## src/rtl/alu8_pkg.sv

```systemverilog
`timescale 1ns/1ps
package alu8_pkg;

  localparam logic [7:0] OP_ADD = 8'hA0;
  localparam logic [7:0] OP_SUB = 8'hA1;
  localparam logic [7:0] OP_MUL = 8'hA2;
  localparam logic [7:0] OP_DIV = 8'hA3;
  localparam logic [7:0] OP_MOD = 8'hA4;
  localparam logic [7:0] OP_CMP = 8'hA7;
  localparam logic [7:0] OP_AND = 8'hA8;
  localparam logic [7:0] OP_OR  = 8'hAA;
  localparam logic [7:0] OP_XOR = 8'hAB;
  localparam logic [7:0] OP_SHL = 8'hAC;
  localparam logic [7:0] OP_SHR = 8'hAD;
  localparam logic [7:0] OP_INC = 8'h65;
  localparam logic [7:0] OP_DEC = 8'h66;
  localparam logic [7:0] OP_NOT = 8'h69;

  // Strobes from control to datapath
  typedef struct packed {
    logic loadDiv;    // capture dividend/divisor, clear partial remainder
    logic stepDiv;    // one restoring-division iteration
    logic takeSimple; // register the single-cycle result
    logic takeDiv;    // register the divider's final quotient/remainder
    logic takeFlags;  // register compare flags
    logic pickRem;    // takeDiv selects remainder instead of quotient
  } aluStrobes_t;

  function automatic logic isSimpleOp(input logic [7:0] op);
    case (op)
      OP_ADD, OP_SUB, OP_MUL, OP_AND, OP_OR, OP_XOR,
      OP_SHL, OP_SHR, OP_INC, OP_DEC, OP_NOT: return 1'b1;
      default: return 1'b0;
    endcase
  endfunction

endpackage

```

## src/rtl/alu8_ctrl.sv

```systemverilog
`timescale 1ns/1ps
module alu8_ctrl
  import alu8_pkg::*;
#(
  parameter int DATA_W = 8
) (
  input  logic        clk,
  input  logic        rstN,
  input  logic        opValid,
  input  logic [7:0]  opCode,
  input  logic        divisorZero,
  output aluStrobes_t strobes,
  output logic        busy,
  output logic        resultValid,
  output logic        divFault
);

  localparam int CNT_W = $clog2(DATA_W + 1);
  localparam logic [CNT_W-1:0] STEPS = CNT_W'(DATA_W);
  localparam logic [CNT_W-1:0] LAST  = CNT_W'(1);

  typedef enum logic {S_IDLE, S_DIVIDING} ctrlState_t;

  ctrlState_t stateR;
  logic [CNT_W-1:0] stepCount;
  logic modLatched;
  logic accept;
  logic isDivOp;
  logic faultNow;

  assign busy    = (stateR == S_DIVIDING);
  assign accept  = opValid && (stateR == S_IDLE);
  assign isDivOp = (opCode == OP_DIV) || (opCode == OP_MOD);

  always_comb begin
    strobes  = '0;
    faultNow = 1'b0;
    if (accept) begin
      strobes.takeSimple = isSimpleOp(opCode);
      strobes.takeFlags  = (opCode == OP_CMP);
      strobes.loadDiv    = isDivOp && !divisorZero;
      faultNow           = isDivOp && divisorZero;
    end
    if (stateR == S_DIVIDING) begin
      strobes.stepDiv = 1'b1;
      strobes.pickRem = modLatched;
      strobes.takeDiv = (stepCount == LAST);
    end
  end

  always_ff @(posedge clk or negedge rstN) begin
    if (!rstN) begin
      stateR      <= S_IDLE;
      stepCount   <= '0;
      modLatched  <= 1'b0;
      resultValid <= 1'b0;
      divFault    <= 1'b0;
    end else begin
      resultValid <= strobes.takeSimple || strobes.takeDiv;
      divFault    <= faultNow;
      if (strobes.loadDiv) begin
        stateR     <= S_DIVIDING;
        stepCount  <= STEPS;
        modLatched <= (opCode == OP_MOD);
      end else if (stateR == S_DIVIDING) begin
        stepCount <= stepCount - LAST;
        if (stepCount == LAST) stateR <= S_IDLE;
      end
    end
  end

endmodule

```

## src/rtl/alu8_datapath.sv

```systemverilog
`timescale 1ns/1ps
module alu8_datapath
  import alu8_pkg::*;
#(
  parameter int DATA_W = 8
) (
  input  logic              clk,
  input  logic              rstN,
  input  aluStrobes_t       strobes,
  input  logic [7:0]        opCode,
  input  logic [DATA_W-1:0] operandA,
  input  logic [DATA_W-1:0] operandB,
  output logic [DATA_W-1:0] resultData,
  output logic [2:0]        flags
);

  localparam logic [DATA_W-1:0] ONE = DATA_W'(1);

  logic [DATA_W-1:0] simpleRes;
  logic [DATA_W-1:0] remR, quoR, divisorR;
  logic [DATA_W:0]   shifted, trial;
  logic              fits;
  logic [DATA_W-1:0] remNext, quoNext;

  // Single-cycle functions
  always_comb begin
    case (opCode)
      OP_ADD:  simpleRes = operandA + operandB;
      OP_SUB:  simpleRes = operandA - operandB;
      OP_MUL:  simpleRes = operandA * operandB;
      OP_AND:  simpleRes = operandA & operandB;
      OP_OR:   simpleRes = operandA | operandB;
      OP_XOR:  simpleRes = operandA ^ operandB;
      OP_SHL:  simpleRes = operandA << operandB;
      OP_SHR:  simpleRes = operandA >> operandB;
      OP_INC:  simpleRes = operandA + ONE;
      OP_DEC:  simpleRes = operandA - ONE;
      OP_NOT:  simpleRes = ~operandA;
      default: simpleRes = '0;
    endcase
  end

  // One restoring-division step: the dividend bits stream out of quoR's MSB
  always_comb begin
    shifted = {remR, quoR[DATA_W-1]};
    trial   = shifted - {1'b0, divisorR};
    fits    = !trial[DATA_W];
    remNext = fits ? trial[DATA_W-1:0] : shifted[DATA_W-1:0];
    quoNext = {quoR[DATA_W-2:0], fits};
  end

  always_ff @(posedge clk or negedge rstN) begin
    if (!rstN) begin
      remR     <= '0;
      quoR     <= '0;
      divisorR <= '0;
    end else if (strobes.loadDiv) begin
      remR     <= '0;
      quoR     <= operandA;
      divisorR <= operandB;
    end else if (strobes.stepDiv) begin
      remR <= remNext;
      quoR <= quoNext;
    end
  end

  always_ff @(posedge clk or negedge rstN) begin
    if (!rstN) begin
      resultData <= '0;
      flags      <= '0;
    end else begin
      if (strobes.takeSimple)   resultData <= simpleRes;
      else if (strobes.takeDiv) resultData <= strobes.pickRem ? remNext : quoNext;
      if (strobes.takeFlags)
        flags <= {operandA < operandB, operandA > operandB, operandA == operandB};
    end
  end

endmodule

```

## src/rtl/alu8_core.sv

```systemverilog
`timescale 1ns/1ps
module alu8_core
  import alu8_pkg::*;
#(
  parameter int DATA_W = 8
) (
  input  logic              clk,
  input  logic              rstN,
  input  logic              opValid,
  input  logic [7:0]        opCode,
  input  logic [DATA_W-1:0] operandA,
  input  logic [DATA_W-1:0] operandB,
  output logic              busy,
  output logic              resultValid,
  output logic [DATA_W-1:0] resultData,
  output logic [2:0]        flags,
  output logic              divFault
);

  aluStrobes_t strobes;
  logic divisorZero;

  assign divisorZero = (operandB == '0);

  alu8_ctrl #(.DATA_W(DATA_W)) u_ctrl (
    .clk(clk), .rstN(rstN), .opValid(opValid), .opCode(opCode),
    .divisorZero(divisorZero), .strobes(strobes), .busy(busy),
    .resultValid(resultValid), .divFault(divFault)
  );

  alu8_datapath #(.DATA_W(DATA_W)) u_dp (
    .clk(clk), .rstN(rstN), .strobes(strobes), .opCode(opCode),
    .operandA(operandA), .operandB(operandB),
    .resultData(resultData), .flags(flags)
  );

endmodule

```

## config.mk

```make
export PLATFORM = sky130hd
export DESIGN_NAME = alu8_core
export DESIGN_NICKNAME = d
export VERILOG_FILES = /design/src/rtl/alu8_pkg.sv /design/src/rtl/alu8_ctrl.sv /design/src/rtl/alu8_datapath.sv /design/src/rtl/alu8_core.sv
export SDC_FILE = /design/constraint.sdc
export NUM_CORES = 1
export LEC_CHECK = 0
export ABC_AREA = 1
export CORE_MARGIN = 2
export CORE_UTILIZATION = 35
export DETAILED_ROUTE_END_ITERATION = 12
export GPL_TIMING_DRIVEN = 0
export PLACE_DENSITY = 0.63
export SKIP_LAST_GASP = 1
export SLEW_MARGIN = 20
export SYNTH_ARGS = -nofsm -noshare
export SYNTH_HDL_FRONTEND = slang
export SYNTH_SLANG_ARGS = --single-unit
```

## constraint.sdc

```tcl
create_clock -name clk -period 2.75 [get_ports clk]
set_input_delay 0.55 -clock clk [delete_from_list [all_inputs] [get_ports clk]]
set_output_delay 0.55 -clock clk [all_outputs]
set_load 0.03 [all_outputs]
```

Word-level counts from Yosys, hierarchy flattened
Index checks and enable logic that the tools add are counted.
{"block": "op_classes", "add_sub_neg": 6, "multipliers": 1, "order_cmp": 2, "n_eq_ne": 16, "n_shift": 2, "n_mux": 22, "bitwise_logic": 5, "reduce_logical": 12}
{"operator": "$eq A8 B8 Y1 const B", "n": 11}
{"operator": "$pmux W8 S11", "n": 1}
{"operator": "$mux W8", "n": 8}
{"operator": "$eq A8 B7 Y1 const B", "n": 3}
{"operator": "$mux W1", "n": 11}
{"operator": "$reduce_or A11 Y1", "n": 1}
{"operator": "$sub A9 B8 Y9", "n": 1}
{"operator": "$add A8 B1 Y8 const B", "n": 1}
{"operator": "$add A8 B8 Y8", "n": 1}
{"operator": "$and A8 B8 Y8", "n": 1}
{"operator": "$eq A8 B8 Y1", "n": 1}
{"operator": "$gt A8 B8 Y1", "n": 1}
{"operator": "$logic_not A8 Y1", "n": 1}
{"operator": "$lt A8 B8 Y1", "n": 1}
{"operator": "$mul A8 B8 Y8", "n": 1}
{"operator": "$mux W4", "n": 2}
{"operator": "$not A8 Y8", "n": 1}
{"operator": "$or A8 B8 Y8", "n": 1}
{"operator": "$shl A8 B8 Y8", "n": 1}
{"operator": "$shr A8 B8 Y8", "n": 1}
{"operator": "$sub A8 B1 Y8 const B", "n": 1}
{"operator": "$sub A8 B8 Y8", "n": 1}
{"operator": "$xor A8 B8 Y8", "n": 1}
{"operator": "$reduce_bool A2 Y1", "n": 3}
{"operator": "other kinds (6)", "n": 10}
{"block": "totals", "ff_bits": 43, "inputBits": 27, "out_inout_bits": 14, "word_cells": 76}

Depth between registers and ports, before layout
{"block": "depth", "word_depth": 5, "ltp_mapped": 24, "ltp_nobuf": 23}

Hierarchy
From an unflattened synthesis, not the netlist that was laid out.
{"block": "hier_totals", "cells_unflattened": 897, "area_unflattened_um2": 5755.5}
{"mod": "alu8_datapath", "n_inst": 1, "cells_each": 812, "area_each_um2": 5154.9, "seq_area_each_um2": 875.8}
{"mod": "alu8_ctrl", "n_inst": 1, "cells_each": 78, "area_each_um2": 574.3, "seq_area_each_um2": 200.2}
{"mod": "alu8_core", "n_inst": 1, "cells_each": 7, "area_each_um2": 26.3, "seq_area_each_um2": 0.0}

Least setup slack after synthesis
Ideal clock, no wire load.
{"block": "synth_path", "path_type": "input to register", "start": "in operandA[1]", "end": "reg u_dp.resultData[7]", "setup_ns": 0.116, "arrival_ns": 4.036, "t_required_ns": 2.634, "setup_slack_ns": -1.403, "stages": 21, "path_buffers": 1, "path_cell_list": "clkbuf_1 -> nand2_1 -> fa_1 -> fa_1 -> inv_1 -> fa_1 -> inv_1 -> fa_1 -> inv_1 -> ha_1 -> a21boi_0 -> nor2_1 -> inv_1 -> nand2_1 -> nand3_1 -> nand2_1 -> nand2_1 -> nand3_1 -> nand3_1 -> nand2_1 -> nand2_1"}
{"block": "synth_between", "elab_chain_len": 3, "word_cells_on_any_way": 9, "cone_classes": "add/sub (4); mul (1); shift (2); mux (2)"}
{"item": "start, declared", "line_no": "alu8_core.sv:11", "source": "input logic [DATA_W-1:0] operandA,"}
{"item": "$mul A8 B8 Y8 (tied with other cells)", "line_no": "alu8_datapath.sv:30", "source": "OP_MUL: simpleRes = operandA * operandB;"}
{"item": "$pmux W8 S11 (*)", "line_no": "alu8_datapath.sv:27", "source": "case (opCode)"}
{"item": "$mux W8 (*)", "line_no": "alu8_datapath.sv:72", "source": "if (strobes.takeSimple) resultData <= simpleRes;"}
{"item": "end signal, assigned", "line_no": "alu8_datapath.sv:72"}
{"item": "end signal, assigned", "line_no": "alu8_datapath.sv:73", "source": "else if (strobes.takeDiv) resultData <= strobes.pickRem ? remNext : quoNext;"}
{"item": "end, declared", "line_no": "alu8_datapath.sv:13", "source": "output logic [DATA_W-1:0] resultData,"}
Mark *: on every way between the ends. The rest lies on a longest branch, timed or not.
A chain may end at the register's enable or synchronous reset.

Final worst setup path
{"block": "layout_path", "start": "in operandB[6]", "end": "reg u_dp.resultData[7]"}
{"block": "layout_between", "elab_chain_len": 3, "word_cells_on_any_way": 7, "cone_classes": "add/sub (2); mul (1); shift (2); mux (2)"}
{"item": "start, declared", "line_no": "alu8_core.sv:12", "source": "input logic [DATA_W-1:0] operandB,"}
{"item": "$mul A8 B8 Y8 (tied with other cells)", "line_no": "alu8_datapath.sv:30"}
{"item": "$pmux W8 S11 (*)", "line_no": "alu8_datapath.sv:27"}
{"item": "$mux W8 (*)", "line_no": "alu8_datapath.sv:72"}
Marks and branches as above.

==> metrics.cfg <==
[die]
io_pins = 41
row_count = 46
die-area_um2 = 17100
start_util = 0.356
fp.dieW_um = 131
die_h_um = 131
core_area_um2 = 15800

[clock_network]
htreeDepth = 2
cts-root-buf = clkbuf_16
clock_latency_ns = 0.28
cts_sinks = 43
cts_made_buffers = 5
clk_pin_slew_worst_paths_ns = 0.06
cts_tree = built
cts_hold_buf = 0
clockBufferDepth = 2

[power]
combPwrFrac = 0.594
leakage_uw = 0.00385
ir_drop_mv = 0.329
power_frac_seq = 0.246
switching_share = 0.449
clockPowerShare = 0.160
power.density_nw_per_um2 = 492
p_int_uw = 1970
p_switching_uw = 1610

[final_layout]
final_common_cell = nand2_1
mostFrequentLayoutCells = 241 x nand2_1, 136 x inv_1, 99 x nand3_1, 52 x nor2_1, 46 x ha_1
area_growth_pct = 29.9
antennaDiodeCount = 0
nets = 1071
drive_gt1_frac = 0.173
utilization = 0.462
fin_cells = 1188

[route]
drc = 0
antenna_left = 0
routed-wl-met2_mm = 8.42
viasPerCell = 5.11
top_layer = met4
wl_mm = 18.7
drtIter0Drc = 562
drt-pass1-iter-count = 5
wl_per_cell_um = 15.7
vias = 6068
met3_length_mm = 1.36
drt-met1-wl_mm = 8.27

[setup_path]
setup.worst_path.end_class = register
timing.rr.end = u_dp.resultData[5]
crit_top_cell = nand2_1
worst_r2r_path_depth = 15
cp_max_fo = 6
crit_arrival_ns = 3.96
critical_path_class = primary input to register
max_stage_delay_ns = 0.53
start_kind = primary input
reg2reg_from = u_dp.quoR[7]
cp_data_required_time_ns = 2.93
r2r_slack_ns = 0.08
worstPathCellList = dlygate4sd2_1, nand2_1, inv_1, ha_4, ha_4, fa_1, inv_1, fa_1, inv_2, ha_4, a21boi_2, nor2_2, nand3_1, nand2_1, nand2_1, nand2_1, nand2_1, nand3_2, nand3_2, nand2_1, nand2_1
cp_slowest_cell = fa_1

[placement]
gp_congestion = 0.974
pre_cts_slack_ns = -2.22
place_inst = 1139
port_buffers = 40
hpwlAfterDp_mm = 14.5

[min_path]
hold_class = primary input to asynchronous set/reset pin

[synth]
yosys.area_share.adder = 0.183
async_reset_ff_frac = 1.00
synth.mux.area_fraction = 0.00178
synth-edff-count = 0
synth_simple_gate_area_frac = 0.356
synth-main-ff-cell = dfrtp_1
synth_compound_area_frac = 0.118
synth_seq_area_share = 0.192
yosys_warnings = 0
yosys.cell_types.count = 45
synth_area_leaders = dfrtp_1 19%, nand2_1 17%, ha_1 13%
yosys_register_bits = 43
synth_top_area_frac = 0.192
synthCells = 882
syn_area_um2 = 5610
synth_top_family_by_area = simple AND/OR/NAND/NOR gates
avgSynthCellArea_um2 = 6.36
synth_area_leader_cell = dfrtp_1
syn-num-nets = 982
yosys.area_share.xor_xnor = 0.0219

[timing]
fin_setup_tns_ns = -3.34
fmax_ghz = 0.264
hold_viol = 0
setup_viol = 5
fin_crit_ns = 3.78
finalMaxSlewViolations = 0
clock_skew_ns = 0.00755
slew-limit-headroom = 0.549
tightest_slew_ns = 0.676
finalWorstSetupSlack_ns = -1.03
period_share = 1.38
grt_setup_unrepaired = yes

[global_route]
grt_pass1_wl_mm = 28.9
first_global_vias = 5559
gr-usage-all-layers = 0.220
overflow = 0
antenna_found_initial = 0
grt_max_degree = 26

[run_status]
status = finished, violations left
violations = negative setup slack

[run]
timing.max_cap.violations = 0

## registers in the layout, summed over array words and instances (netlist names), 3 cells and up
name              flops
u_dp.divisorR         8
u_dp.flags            3
u_dp.remR             8
u_dp.quoR             8
u_ctrl.stepCount      4
u_dp.resultData       8
## cells in the mapped netlist, types with 3 or more instances
cell type / count
nand2_1: 250
inv_1: 147
nand3_1: 106
ha_1: 58
nor2_1: 58
dfrtp_1: 43
o21ai_0: 43
a21oi_1: 28
fa_1: 15
clkbuf_1: 12
nand4_1: 12
o221ai_1: 9
buf_2: 8
inv_2: 8
xnor2_1: 8
o211ai_1: 7
o21ai_1: 7
o22ai_1: 7
xor2_1: 6
nand3b_1: 5
nand2_2: 4
nor2_2: 4
nand3_2: 3
nor2_4: 3
or2_2: 3
## metal layers
metal  track usage  up-vias
li1              -     3006
met5             0        -
met3        0.0318       43
met1         0.302     2800
met4        0.0745        0
met2         0.356      219
## worst max path at each step
stage	depth (start not counted)	start	endpoint
2_1_floorplan	21	operandA[3]	u_dp.resultData[7]
3_3_place_gp	22	operandA[1]	u_dp.resultData[7]
3_5_place_dp	22	operandA[1]	u_dp.resultData[7]
4_1_cts	22	operandA[3]	u_dp.resultData[7]
5_1_grt	22	operandA[3]	u_dp.resultData[7]
6_report	21	operandB[6]	u_dp.resultData[7]
## timing repair
item | 4_1_cts | 5_1_grt
gates cloned | 0 | 0
pin swaps | 26 | 7
buffers inserted | 35 | 7
setup endpoints to repair | 17 | 7
gates resized for setup | 115 | 35
## area by class of cell
type / instances / area (µm²)
Buffer: 26 / 322
Sequential cell: 43 / 1080
Fill cell: 1668 / 8480
Timing Repair Buffer: 82 / 778
Inverter: 157 / 589
Multi-Input combinational cell: 656 / 4110
Clock inverter: 2 / 12.5
Tap cell: 216 / 270
Clock buffer: 6 / 129
## stage by stage
step | power (µW) | cell area [µm²] | hold slack, ns
CTS | 3540 | 7110 | 0.222
detailed placement | 2810 | 6490 | 0.466
floorplan | 2290 | 5810 | 0.254
finish | 3580 | 7290 | 0.214
global route | 3910 | 7290 | 0.239
global placement | 2790 | 6480 | 0.470
## kinds of logic (layout without fill, tap and decap cells)
logic type | Yosys count | in the layout
muxes | 1 | 1
xor gates and xnor gates | 14 | 14
adders and majority gates | 73 | 73
DFF | 43 | 43
and+or+nand+nor | 456 | 456
AOI/OAI and AO/OA | 112 | 112
buffers and inverters | 183 | 273
## critical path: cells and delay by family
family,cells,cell delay [ns]
AO/OA/AOI/OAI,1,0.16
adder cells (fa/ha/maj),5,1.68
buffers and inverters,4,0.67
AND/OR/NAND/NOR,11,0.90
## power groups by stage
stage	combinational [µW]	sequential (µW)	clock [µW]
detailed placement	1920	894	0
global placement	1900	891	0
finish	2130	883	574
CTS	2070	883	586
global route	2390	900	618
floorplan	1370	917	0
(Power assumes the default switching activity.)
